===== src/rtl/flash_poll_pkg.sv =====
package flash_poll_pkg;
  localparam int unsigned DATA_W     = 8;
  localparam int unsigned TOGGLE_BIT = 6;
  localparam int unsigned LIMIT_BIT  = 5;
  localparam logic [DATA_W-1:0] RESET_CMD = 8'hF0;

  typedef enum logic [2:0] {
    ST_IDLE,
    ST_RD_A,
    ST_RD_B,
    ST_EVAL,
    ST_RST_WR,
    ST_DONE
  } poll_state_e;
endpackage


===== src/rtl/sample_pair.sv =====
module sample_pair
  import flash_poll_pkg::*;
(
  input  logic              clk_i,
  input  logic              rst_ni,
  input  logic              clr_i,
  input  logic              cap_i,
  input  logic              slot_i,
  input  logic [DATA_W-1:0] data_i,
  output logic              toggled_o,
  output logic              late_o
);
  logic [DATA_W-1:0] smp_q [2];

  for (genvar g = 0; g < 2; g++) begin : g_slot
    always_ff @(posedge clk_i or negedge rst_ni) begin
      if (!rst_ni)                          smp_q[g] <= '0;
      else if (clr_i)                       smp_q[g] <= '0;
      else if (cap_i && (slot_i == g[0]))   smp_q[g] <= data_i;
    end
  end

  assign toggled_o = smp_q[0][TOGGLE_BIT] ^ smp_q[1][TOGGLE_BIT];
  assign late_o    = smp_q[1][LIMIT_BIT];
endmodule


===== src/rtl/poll_budget.sv =====
module poll_budget #(
  parameter int unsigned CW = 8
) (
  input  logic          clk_i,
  input  logic          rst_ni,
  input  logic          load_i,
  input  logic [CW-1:0] max_i,
  input  logic          step_i,
  output logic          last_o
);
  logic [CW-1:0] cnt_q, lim_q;
  logic [CW:0]   nxt;

  always_ff @(posedge clk_i or negedge rst_ni) begin
    if (!rst_ni) begin
      cnt_q <= '0;
      lim_q <= CW'(1);
    end else if (load_i) begin
      cnt_q <= '0;
      lim_q <= (max_i == '0) ? CW'(1) : max_i;
    end else if (step_i && !last_o) begin
      cnt_q <= cnt_q + CW'(1);
    end
  end

  assign nxt    = {1'b0, cnt_q} + (CW+1)'(1);
  assign last_o = nxt >= {1'b0, lim_q};


  cnt_bound_chk: assert property (@(posedge clk_i) disable iff (!rst_ni)
    cnt_q < lim_q);
endmodule


===== src/rtl/flash_poll_ctrl.sv =====
module flash_poll_ctrl
  import flash_poll_pkg::*;
#(
  parameter int unsigned AW = 19,
  parameter int unsigned CW = 8
) (
  input  logic              clk_i,
  input  logic              rst_ni,
  input  logic              start_i,
  input  logic [AW-1:0]     addr_i,
  input  logic [CW-1:0]     max_polls_i,
  output logic              done_o,
  output logic              pass_o,
  output logic              limit_o,
  output logic              req_o,
  output logic              we_o,
  output logic [AW-1:0]     req_addr_o,
  output logic [DATA_W-1:0] wdata_o,
  input  logic              ack_i,
  input  logic [DATA_W-1:0] rdata_i
);
  poll_state_e state_q, state_d;
  logic [AW-1:0] addr_q, pend_q;
  logic restart_q, recheck_q, pass_q, lim_q, wr_seen_q;
  logic load, cap, slot, step, set_recheck, dec_pass, dec_fail, dec_lim;
  logic start_any, acc_st, acked, toggled, late, last;

  assign acc_st    = (state_q == ST_RD_A) || (state_q == ST_RD_B) || (state_q == ST_RST_WR);
  assign acked     = acc_st && ack_i;
  assign start_any = start_i || restart_q;

  sample_pair i_samples (
    .clk_i, .rst_ni,
    .clr_i    (load),
    .cap_i    (cap),
    .slot_i   (slot),
    .data_i   (rdata_i),
    .toggled_o(toggled),
    .late_o   (late)
  );

  poll_budget #(.CW(CW)) i_budget (
    .clk_i, .rst_ni,
    .load_i (load),
    .max_i  (max_polls_i),
    .step_i (step),
    .last_o (last)
  );

  always_comb begin
    state_d = state_q;
    load = 1'b0; cap = 1'b0; slot = 1'b0; step = 1'b0;
    set_recheck = 1'b0; dec_pass = 1'b0; dec_fail = 1'b0; dec_lim = 1'b0;
    unique case (state_q)
      ST_IDLE, ST_DONE: begin
        if (start_any)               load = 1'b1;
        else if (state_q == ST_DONE) state_d = ST_IDLE;
      end
      ST_RD_A: if (acked) begin
        if (start_any) load = 1'b1;
        else begin cap = 1'b1; slot = 1'b0; state_d = ST_RD_B; end
      end
      ST_RD_B: if (acked) begin
        if (start_any) load = 1'b1;
        else begin cap = 1'b1; slot = 1'b1; state_d = ST_EVAL; end
      end
      ST_EVAL: begin
        if (start_any) load = 1'b1;
        else if (!toggled) begin
          dec_pass = 1'b1; state_d = ST_DONE;
        end else if (recheck_q) begin
          dec_fail = 1'b1; state_d = ST_RST_WR;
        end else if (late) begin
          set_recheck = 1'b1; state_d = ST_RD_A;
        end else if (last) begin
          dec_fail = 1'b1; dec_lim = 1'b1; state_d = ST_RST_WR;
        end else begin
          step = 1'b1; state_d = ST_RD_A;
        end
      end
      ST_RST_WR: if (acked) begin
        if (start_any) load = 1'b1;
        else state_d = ST_DONE;
      end
      default: state_d = ST_IDLE;
    endcase
    if (load) state_d = ST_RD_A;
  end

  always_ff @(posedge clk_i or negedge rst_ni) begin
    if (!rst_ni) begin
      state_q   <= ST_IDLE;
      addr_q    <= '0;
      pend_q    <= '0;
      restart_q <= 1'b0;
      recheck_q <= 1'b0;
      pass_q    <= 1'b0;
      lim_q     <= 1'b0;
      wr_seen_q <= 1'b0;
    end else begin
      state_q <= state_d;
      if (start_i) pend_q <= addr_i;
      if (load) begin
        addr_q    <= start_i ? addr_i : pend_q;
        restart_q <= 1'b0;
        recheck_q <= 1'b0;
        pass_q    <= 1'b0;
        lim_q     <= 1'b0;
        wr_seen_q <= 1'b0;
      end else begin
        if (start_i && acc_st) restart_q <= 1'b1;
        if (set_recheck)       recheck_q <= 1'b1;
        if (dec_pass)          pass_q    <= 1'b1;
        if (dec_fail)          pass_q    <= 1'b0;
        if (dec_lim)           lim_q     <= 1'b1;
        if (acked && we_o)     wr_seen_q <= 1'b1;
      end
    end
  end

  assign req_o      = acc_st;
  assign we_o       = (state_q == ST_RST_WR);
  assign req_addr_o = addr_q;
  assign wdata_o    = we_o ? RESET_CMD : '0;
  assign done_o     = (state_q == ST_DONE);
  assign pass_o     = pass_q;
  assign limit_o    = lim_q;


  req_hold_chk: assert property (@(posedge clk_i) disable iff (!rst_ni)
    req_o && !ack_i |=> req_o && $stable(req_addr_o) && $stable(we_o) && $stable(wdata_o));

  done_pulse_chk: assert property (@(posedge clk_i) disable iff (!rst_ni)
    done_o |=> !done_o);

  fail_wr_chk: assert property (@(posedge clk_i) disable iff (!rst_ni)
    done_o && !pass_o |-> wr_seen_q);

  pass_nowr_chk: assert property (@(posedge clk_i) disable iff (!rst_ni)
    done_o && pass_o |-> !wr_seen_q && !limit_o);

  limit_fail_chk: assert property (@(posedge clk_i) disable iff (!rst_ni)
    $rose(limit_o) |-> !pass_o);
endmodule


===== config.mk =====
export PLATFORM = sky130hd
export DESIGN_NAME = flash_poll_ctrl
export DESIGN_NICKNAME = d
export VERILOG_FILES = /design/src/rtl/flash_poll_pkg.sv /design/src/rtl/sample_pair.sv /design/src/rtl/poll_budget.sv /design/src/rtl/flash_poll_ctrl.sv
export SDC_FILE = /design/constraint.sdc
export NUM_CORES = 1
export LEC_CHECK = 0
export ABC_AREA = 1
export BUFFER_PORTS_ARGS = -buffer_cell sky130_fd_sc_hd__buf_2
export CORE_MARGIN = 4
export CORE_UTILIZATION = 53
export DETAILED_ROUTE_END_ITERATION = 10
export GPL_TIMING_DRIVEN = 0
export PLACE_DENSITY = 0.76
export SLEW_MARGIN = 20
export SYNTH_ARGS = -nofsm -noshare
export SYNTH_HDL_FRONTEND = slang
export SYNTH_SLANG_ARGS = --single-unit

===== constraint.sdc =====
create_clock -name clk_i -period 2.85 [get_ports clk_i]
set_clock_uncertainty 0.1 [all_clocks]
set_input_delay 0.57 -clock clk_i [delete_from_list [all_inputs] [get_ports clk_i]]
set_output_delay 0.57 -clock clk_i [all_outputs]
set_load 0.01 [all_outputs]

==> results.py, run 1 <==
metrics = {
    "setup_path": {
        "crit_path_max_incr_delay_ps": 390,
        "crit_top_cell": "inv_1",
        "crit_path_cell_trace": "inv_1 > nor3_2 > nand3_1 > nor3_1 > xor2_1 > inv_1 > ha_1 > a31oi_1 > nand2_1 > nor3_4 > inv_2 > nand2_2 > o22ai_1",
        "end_kind": "flop",
        "crit_slowest_cell": "dfrtp_1",
        "worstPathArrival_ps": 2730,
        "path_class": "reg -> reg",
        "startpoint_type": "flop",
        "worstPathRequired_ps": 2970,
        "critPathMaxFanout": 7,
    },
    "clocking": {
        "clkLatencyLatePin_ps": 340,
        "root_buffer": "clkbuf_8",
        "clock_path_buffers": 2,
        "clkSinkCount": 64,
        "clk_pin_slew_ps": 80,
        "cts_made_buffers": 9,
        "hold_buffers": 0,
        "htreeDepth": 3,
        "tritoncts": "yes",
    },
    "timing": {
        "fin_crit_sh_pct": 91.6,
        "setup_viol": 0,
        "final.setup.tns_ps": 0,
        "rsz0062_at_grt": "no",
        "drv_slew": 0,
        "final.min_clock_period_ps": 2610,
        "max_freq_mhz": 383,
        "hold_viol": 0,
    },
    "drt": {
        "drt-initial-drc-count": 84,
        "wl_per_cell_um": 13.4,
        "drc_errors": 0,
        "drt_pass1_iterations": 4,
        "ant_nets": 0,
        "wl_um": 6650,
        "post_drt_via_cell_ratio": 5.06,
        "vias": 2520,
    },
    "synthesis": {
        "ys.warnings.count": 0,
        "synthDistinctLibCells": 31,
        "seq_area_frac_synth_pct": 53.3,
        "synth_seq_cells": 64,
        "synth_cells": 344,
        "syn_area_per_cell_sq_um": 8.74,
        "netlist_area_sq_um": 3010,
    },
    "grt": {
        "grt_pass1_vias": 2486,
        "grt_max_degree": 41,
        "grt.overflow.total": 0,
        "grt_pass1_wl_um": 11300,
        "antenna_found_initial": 0,
        "track_usage_pct": 20.4,
    },
    "power": {
        "p_sw_mw": 1.38,
        "p_int_mw": 2.16,
        "max-vdd-ir-drop_mv": 0.517,
        "p_comb_share_pct": 40.5,
        "power_density_nw_per_um2": 970,
        "switching_share_pct": 38.9,
        "clkPwrFrac_pct": 22.2,
        "p_leak_nw": 1.95,
        "power_frac_seq_pct": 37.3,
    },
    "worst_hold_path": {
        "min_path_type": "in -> async",
    },
    "floorplan": {
        "ios": 71,
        "die_height_um": 83.3,
        "core_sq_um": 5510,
        "rows": 27,
        "start_util_pct": 54.6,
        "die-area_sq_um": 6940,
        "die_x_um": 83.3,
    },
    "outcome": {
        "status": "finished clean",
    },
    "final_layout": {
        "fin_area_sq_um": 3650,
        "drive_gt1_share_pct": 25.8,
        "nNetsFinal": 469,
        "fill_cells": 495,
        "areaGrowthSynthToFinish_pct": 21.5,
        "final_cell_mix": "nand2_1, dfrtp_1, buf_2",
        "post-route-util_pct": 66.3,
        "antenna_cells": 0,
        "layout_commonest_cell": "nand2_1",
    },
    "placement": {
        "gp_congestion": 0.845,
        "placed_area_sq_um": 3430,
        "io_buffers": 60,
        "dp_hpwl_um": 4740,
    },
    "job": {
        "drv_cap": 0,
    },
}
## Yosys cell counts
cell type	n	share of area (%)
o21ai_1	8	1.3
nand2_2	2	0.42
o21ai_0	12	2.0
buf_4	10	2.5
buf_6	3	1.1
inv_2	5	0.62
nand3_2	2	0.67
xnor2_1	1	0.29
a31oi_1	20	4.2
or2_2	2	0.42
ha_1	9	3.7
nand3_1	14	2.3
a21oi_1	6	1.0
dfstp_2	1	0.87
o21ai_2	1	0.29
nor3_4	1	0.54
nor2_1	27	3.4
buf_2	2	0.33
o22ai_1	1	0.21
inv_1	34	4.2
o21a_1	1	0.25
nor3_1	6	1.0
conb_1	1	0.12
nand4_1	1	0.21
clkinv_1	1	0.12
dfrtp_1	63	52
xor2_1	6	1.7
nor4_4	1	0.71
clkbuf_1	3	0.37
nor4_1	1	0.21
nand2_1	99	12
## worst max-delay path: cells and delay by family, from the launching register on
| family | cells | cell delay [ps] |
|---|---|---|
| and+or+nand+nor | 6 | 1140 |
| AOI/OAI and AO/OA | 2 | 230 |
| xor gates and xnor gates | 1 | 210 |
| buffers and inverters | 3 | 230 |
| adders and majority gates | 1 | 180 |
| DFF | 1 | 390 |
## kinds of logic after synthesis
family,share of synthesized area (%)
buf+inv,9.32
compound gates,9.24
fa+ha+maj,3.75
flops,53.3
simple gates,22.2
other cells,0.125
xor+xnor,2.04
## worst paths after layout
path	startpoint	end	slack (ps)	cells after the start
max in group asynchronous	rst_ni	i_budget.lim_q[0]	2050	2
worst max register to register	i_budget.cnt_q[2]	i_budget.cnt_q[7]	240	13
worst min register to register	pend_q[12]	pend_q[12]	370	2
worst min-delay path	rst_ni	i_budget.cnt_q[2]	20	1
worst max-delay path	i_budget.cnt_q[2]	i_budget.cnt_q[7]	240	13
min in group clk_i	addr_i[8]	pend_q[8]	340	3
## state kept, by name, indices dropped and copies added (netlist names)
signal,count
i_budget.cnt_q,8
i_budget.lim_q,8
i_samples.late_o,1
i_samples.smp_q,2
limit_o,1
pass_o,1
pend_q,19
recheck_q,1
req_addr_o,19
restart_q,1
state_q,3
## per-stage QoR
step	worst slack (ps)	power, mW	hold WS (ps)	std cells
3_3_place_gp	180	2.72	349	479
4_1_cts	92.3	3.58	24.3	496
5_1_grt	39.6	3.83	36.3	498
2_1_floorplan	507	2.30	174	347
6_report	239	3.54	19.7	498
3_5_place_dp	113	2.78	354	480
## repair_timing
action | CTS | global route
resized for setup | 0 | 2
endpoints found under the setup margin | 0 | 8
buffers inserted | 0 | 2
## metal layers
layer	GRT usage (%)	share of wire (%)	wire [um]
met1	24.7	43	2860
met5	0	0	0
met2	34.0	49	3280
met3	6.05	5.5	364
met4	8.47	2.1	142
## final cells by class
cell class	instances	area, sq um	area share [%]
multi-input cells	225	1140	31.3
well taps	72	90.1	2.47
clock buffers	11	141	3.87
plain buffers	18	130	3.56
inverters	40	150	4.11
flip-flops and latches	64	1600	43.9
repair buffers	63	338	9.25
clock inverters	5	56.3	1.54
## power groups by stage
| stage | registers (mW) | clock network [mW] | logic [mW] |
|---|---|---|---|
| 2_1_floorplan | 1.39 | 0 | 0.914 |
| 3_3_place_gp | 1.33 | 0 | 1.39 |
| 3_5_place_dp | 1.34 | 0 | 1.44 |
| 4_1_cts | 1.32 | 0.799 | 1.46 |
| 5_1_grt | 1.36 | 0.848 | 1.62 |
| 6_report | 1.32 | 0.787 | 1.43 |
Power figures use the tool's default switching activity.
==> inputs of run 2 (changes only) <==
--- a/config.mk
+++ b/config.mk
@@ -8,6 +8,6 @@
 export ABC_AREA = 1
-export BUFFER_PORTS_ARGS = -buffer_cell sky130_fd_sc_hd__buf_2
 export CORE_MARGIN = 4
-export CORE_UTILIZATION = 53
+export CORE_UTILIZATION = 63
 export DETAILED_ROUTE_END_ITERATION = 10
+export DONT_BUFFER_PORTS = 1
 export GPL_TIMING_DRIVEN = 0
==> constraint.sdc (replaced) <==
create_clock -name clk_i -period 2.85 [get_ports clk_i]
set_clock_uncertainty 0.1 [all_clocks]
set_input_delay 0.285 -clock clk_i [delete_from_list [all_inputs] [get_ports clk_i]]
set_output_delay 0.285 -clock clk_i [all_outputs]
set_load 0.01 [all_outputs]
==> run 2 against run 1 <==
Compared with the run above:
- power shrank 2.9%
- sequential share of layout area up 0.61 points
- register-to-register slack lost 50 ps
- clock power grew 2%
- largest cell class unchanged
- core utilization up 14 points
- fmax decreased by 1.9%
- via count fell by 5.3%
- critical path depth increased by 2
- combinational power is 15% lower
==> results.py, run 2 (synthesized netlist as in run 1, its figures left out) <==
metrics = {
    "outcome": {
        "status": "finished clean",
    },
    "job": {
        "drv_cap": 0,
    },
    "drt": {
        "drt-initial-drc-count": 108,
        "wl_um": 6540,
        "vias": 2387,
        "ant_nets": 0,
        "drt_pass1_iterations": 6,
        "drc_errors": 0,
        "wl_per_cell_um": 14.8,
        "post_drt_via_cell_ratio": 5.39,
    },
    "timing": {
        "final.setup.tns_ps": 0,
        "final.min_clock_period_ps": 2660,
        "hold_viol": 0,
        "whs_ps": 25.2,
        "setup_viol": 0,
        "max_freq_mhz": 376,
        "fin_crit_sh_pct": 93.4,
        "drv_slew": 0,
    },
    "final_layout": {
        "antenna_cells": 0,
        "final_cell_mix": "nand2_1, dfrtp_1, inv_1",
        "fin_cells": 443,
        "areaGrowthSynthToFinish_pct": 19.9,
        "post-route-util_pct": 80.5,
        "drive_gt1_share_pct": 13.0,
        "layout_commonest_cell": "nand2_1",
        "nNetsFinal": 435,
        "fill_cells": 302,
    },
    "power": {
        "p_comb_share_pct": 35.2,
        "p_leak_nw": 1.82,
        "clkPwrFrac_pct": 23.4,
        "power_frac_seq_pct": 41.4,
        "max-vdd-ir-drop_mv": 0.643,
        "p_int_mw": 2.11,
        "power_mw": 3.44,
        "power_density_nw_per_um2": 955,
        "p_sw_mw": 1.33,
        "switching_share_pct": 38.8,
    },
    "placement": {
        "gp_congestion": 0.831,
        "dp_cells": 399,
        "io_buffers": 0,
        "dp_hpwl_um": 4250,
    },
    "floorplan": {
        "die-area_sq_um": 5940,
        "rows": 24,
        "ios": 71,
        "die_x_um": 77.1,
        "die_height_um": 77.1,
        "start_util_pct": 67.2,
        "core_sq_um": 4470,
    },
    "setup_path": {
        "startpoint_type": "flop",
        "path_class": "reg -> reg",
        "r2r-start": "i_budget.cnt_q[0]",
        "crit_slowest_cell": "dfrtp_1",
        "critPathMaxFanout": 7,
        "crit_path_max_incr_delay_ps": 380,
        "worstPathArrival_ps": 2770,
        "worstPathRequired_ps": 2960,
        "crit_top_cell": "nand2_1",
        "end_kind": "flop",
        "crit_path_cell_trace": "ha_1 > nand3_1 > nor3_2 > xor2_1 > ha_1 > nand2_1 > inv_1 > nand2_1 > nand2_1 > nand2_1 > nand2_1 > nor3_4 > inv_2 > nand2_4 > o22ai_1",
        "crit_start": "i_budget.cnt_q[0]",
    },
    "grt": {
        "grt.overflow.total": 0,
        "grt_max_degree": 65,
        "antenna_found_initial": 0,
        "track_usage_pct": 23.4,
        "grt_pass1_wl_um": 11000,
        "grt_pass1_vias": 2354,
    },
    "clocking": {
        "htreeDepth": 3,
        "tritoncts": "yes",
        "cts_made_buffers": 9,
        "clkLatencyLatePin_ps": 340,
        "clk_pin_slew_ps": 70,
        "clock_path_buffers": 2,
        "root_buffer": "clkbuf_8",
        "clkSinkCount": 64,
    },
    "worst_hold_path": {
        "min_path_type": "in -> reg",
        "worstHoldStart": "max_polls_i[4]",
    },
}
## run 2: power groups by stage
stage / Combinational (mW) / Clock [mW] / Sequential [mW]
after floorplan: 0.914 / 0 / 1.39
after global placement: 1.10 / 0 / 1.43
after detailed placement: 1.13 / 0 / 1.45
after CTS: 1.19 / 0.814 / 1.43
after global routing: 1.37 / 0.863 / 1.46
final: 1.21 / 0.804 / 1.43
## run 2: cell type report
| class | count | area (sq um) | area share [%] |
|---|---|---|---|
| Multi-Input combinational cell | 225 | 1150 | 31.9 |
| Inverter | 40 | 150 | 4.17 |
| Clock buffer | 12 | 165 | 4.58 |
| Timing Repair Buffer | 29 | 300 | 8.33 |
| Buffer | 18 | 130 | 3.61 |
| Sequential cell | 64 | 1600 | 44.5 |
| Clock inverter | 3 | 40.0 | 1.11 |
| Tap cell | 52 | 65.1 | 1.81 |
## run 2: path summary, 6_finish.rpt
| kind | end | slack [ps] | cells past startpoint |
|---|---|---|---|
| worst max-delay path | i_budget.cnt_q[7] | 190 | 15 |
| worst min-delay path | i_budget.lim_q[4] | 30 | 2 |
| worst max register to register | i_budget.cnt_q[7] | 190 | 15 |
| worst min register to register | pend_q[17] | 370 | 2 |
| max in group asynchronous | i_budget.lim_q[0] | 1950 | 2 |
| min in group asynchronous | i_budget.lim_q[7] | 370 | 2 |
## run 2: worst max-delay path, delay by kind of cell (launching register included)
| family | cells | cell delay, ps |
|---|---|---|
| adder cells (fa/ha/maj) | 2 | 510 |
| XOR/XNOR | 1 | 240 |
| AO/OA/AOI/OAI | 1 | 80 |
| flip-flops | 1 | 380 |
| AND/OR/NAND/NOR | 9 | 1090 |
| buffers and inverters | 2 | 140 |
## run 2: per-layer routing
layer / share of wire, % / global-route usage [%] / vias up
li1: - / - / 1177
met1: 41 / 29.1 / 1145
met2: 51 / 38.9 / 56
met3: 6.2 / 8.08 / 9
met4: 1.4 / 6.58 / 0
met5: 0 / 0 / -
## run 2: timing repair
item / CTS / global route
buffers inserted: 0 / 3
setup endpoints to repair: 0 / 8
hold endpoints to repair: 88 / 0
hold buffers: 26 / 0
gates resized for setup: 0 / 3
## run 2: per-stage QoR
step / cell area (sq um) / setup slack [ps]
2_1_floorplan: 3020 / 507
3_3_place_gp: 3080 / 167
3_5_place_dp: 3080 / 107
4_1_cts: 3570 / 56.4
5_1_grt: 3600 / -14.6
6_report: 3600 / 188
==> inputs of run 3 (changes only) <==
CTS_CLUSTER_SIZE = 12   (was default)
PLACE_DENSITY = 0.79   (was 0.76)
clock period = 2.7 ns   (was 2.85 ns; I/O delays follow)
==> run 3 against run 2 <==
Compared with the run above:
- routed wire length increased by 11%
- critical path type unchanged
- first-iteration DRC count is 22% higher
- critical endpoint is now i_budget.cnt_q[6]
- core utilization up 2.2 points
- design area rose by 2.7%
- sequential share of layout area fell by 1.2 points
==> results.py, run 3 (synthesized netlist as in run 1, its figures left out) <==
metrics = {
    "outcome": {
        "status": "finished clean",
    },
    "setup_path": {
        "worstPathArrival_ps": 2750,
        "path_class": "reg -> reg",
        "worstRegToRegCells": 16,
        "crit_top_cell": "nand2_1",
        "r2r_slack_ps": 80,
        "startpoint_type": "flop",
        "worstPathRequired_ps": 2830,
        "end_kind": "flop",
        "critPathMaxFanout": 7,
        "rr_endpoint": "i_budget.cnt_q[6]",
        "crit_slowest_cell": "dfrtp_1",
        "crit_path_max_incr_delay_ps": 400,
        "r2r-start": "i_budget.cnt_q[2]",
        "crit_path_cell_trace": "inv_1 > nor3_2 > xor2_1 > ha_1 > nand2_1 > inv_1 > nand2_1 > nand3_1 > nand2_1 > nand2_1 > nand2_1 > nand2_2 > nor3_4 > inv_2 > nand2_4 > o21ai_0",
    },
    "grt": {
        "grt-busiest-layer": "met2",
        "grt.overflow.total": 0,
        "antenna_found_initial": 0,
        "grt_pass1_vias": 2564,
        "track_usage_pct": 25.4,
        "use_met2_pct": 42.3,
        "met1_usage_pct": 30.6,
        "grtUsageMet3_pct": 5.27,
        "grt_max_degree": 65,
        "grt_pass1_wl_um": 11900,
    },
    "timing": {
        "whs_ps": 17.7,
        "hold_viol": 0,
        "final.min_clock_period_ps": 2620,
        "fin_crit_sh_pct": 97.0,
        "drv_slew": 0,
        "max_freq_mhz": 382,
        "setup_viol": 0,
    },
    "floorplan": {
        "core_sq_um": 4470,
        "rows": 24,
        "die-area_sq_um": 5940,
        "ios": 71,
        "die_x_um": 77.1,
        "start_util_pct": 67.2,
        "die_height_um": 77.1,
    },
    "power": {
        "p_leak_nw": 1.87,
        "max-vdd-ir-drop_mv": 0.652,
        "power_density_nw_per_um2": 1010,
    },
    "clocking": {
        "clk_pin_slew_ps": 70,
        "htreeDepth": 3,
        "tritoncts": "yes",
        "clkSinkCount": 64,
        "clkLatencyLatePin_ps": 350,
        "root_buffer": "clkbuf_8",
        "cts_made_buffers": 9,
        "clock_path_buffers": 2,
    },
    "final_layout": {
        "drive_gt1_share_pct": 14.6,
        "layout_commonest_cell": "nand2_1",
        "antenna_cells": 0,
        "nNetsFinal": 442,
        "post-route-util_pct": 82.7,
        "areaGrowthSynthToFinish_pct": 23.1,
        "fin_cells": 450,
        "final_cell_mix": "nand2_1, dfrtp_1, inv_1",
        "fill_cells": 249,
    },
    "drt": {
        "vias": 2507,
        "wl_um": 7240,
        "post_drt_via_cell_ratio": 5.57,
        "drt-initial-drc-count": 132,
        "drt_pass1_iterations": 4,
        "wl_per_cell_um": 16.1,
        "ant_nets": 0,
        "drc_errors": 0,
    },
    "placement": {
        "io_buffers": 0,
        "gp_congestion": 0.838,
        "dp_hpwl_um": 4240,
        "dp_cells": 399,
    },
    "worst_hold_path": {
        "min_to": "i_budget.lim_q[0]",
        "holdPathStages": 2,
        "min_path_type": "in -> reg",
        "worstHoldStart": "max_polls_i[0]",
    },
    "job": {
        "drv_cap": 0,
    },
}
run 3: changes by cell type in the layout (fill, tap and decap cells not counted), moves of 2 or more:
cell / before / now
dlygate4sd3_1: 25 / 29
buf_4: 13 / 16
clkbuf_8: 12 / 9
clkinv_2: 2 / 0
clkinvlp_4: 0 / 2
inv_6: 0 / 2
run 3: routing by layer:
layer  vias up  part of all wire (%)  wire length, um
met2        74                    52             3760
met3        20                   5.4              388
li1       1198                     -                -
met5         -                     0                0
met1      1215                    40             2870
met4         0                   3.1              227
run 3: through the flow:
step / setup TNS (ps) / total power, mW / worst slack, ps / instance area (sq um)
after floorplan: 0 / 2.43 / 357 / 3020
after global placement: 0 / 2.67 / 32.2 / 3080
after detailed placement: 0 / 2.72 / 4.75 / 3080
after CTS: 0 / 3.69 / 83.9 / 3630
after global routing: -1130 / 4.01 / -140 / 3700
final: 0 / 3.75 / 80.7 / 3700
run 3: how the worst max path moves through the flow:
stage | to | startpoint | cells after the start | slack [ps]
5_1_grt | i_budget.cnt_q[6] | i_budget.cnt_q[2] | 16 | -140
3_3_place_gp | i_budget.cnt_q[6] | i_budget.cnt_q[0] | 15 | 30
2_1_floorplan | i_budget.cnt_q[6] | i_budget.cnt_q[2] | 13 | 360
4_1_cts | i_budget.cnt_q[6] | i_budget.cnt_q[0] | 15 | 80
6_report | i_budget.cnt_q[6] | i_budget.cnt_q[2] | 16 | 80
3_5_place_dp | i_budget.cnt_q[6] | i_budget.cnt_q[0] | 15 | 5
run 3: power breakdown:
| group | total, mW | switching, mW | internal, mW |
|---|---|---|---|
| clock network | 0.919 | 0.399 | 0.521 |
| logic | 1.32 | 0.829 | 0.489 |
| registers | 1.51 | 0.267 | 1.25 |
run 3: final cells by class:
class | count | area, sq um | share of cell area (%)
timing repair buffer | 36 | 363 | 9.80
sequential | 64 | 1600 | 43.3
buffer | 18 | 130 | 3.52
tap | 52 | 65.1 | 1.76
clock buffer | 9 | 124 | 3.35
clock inverter | 6 | 92.6 | 2.50
multi-input combinational | 225 | 1170 | 31.7
inverter | 40 | 150 | 4.06
run 3: repair_timing:
item,4_1_cts,5_1_grt
buffers inserted,2,4
endpoints found under the setup margin,7,11
hold buffers,30,0
hold endpoints to repair,111,0
pin swaps,1,3
gates resized for setup,0,8
run 3: worst max-delay path, delay by kind of cell (launching register included):
kind	cells	cell delay, ps
simple gates	10	1150
flops	1	400
fa+ha+maj	1	280
xor+xnor	1	260
buf+inv	3	220
compound gates	1	80
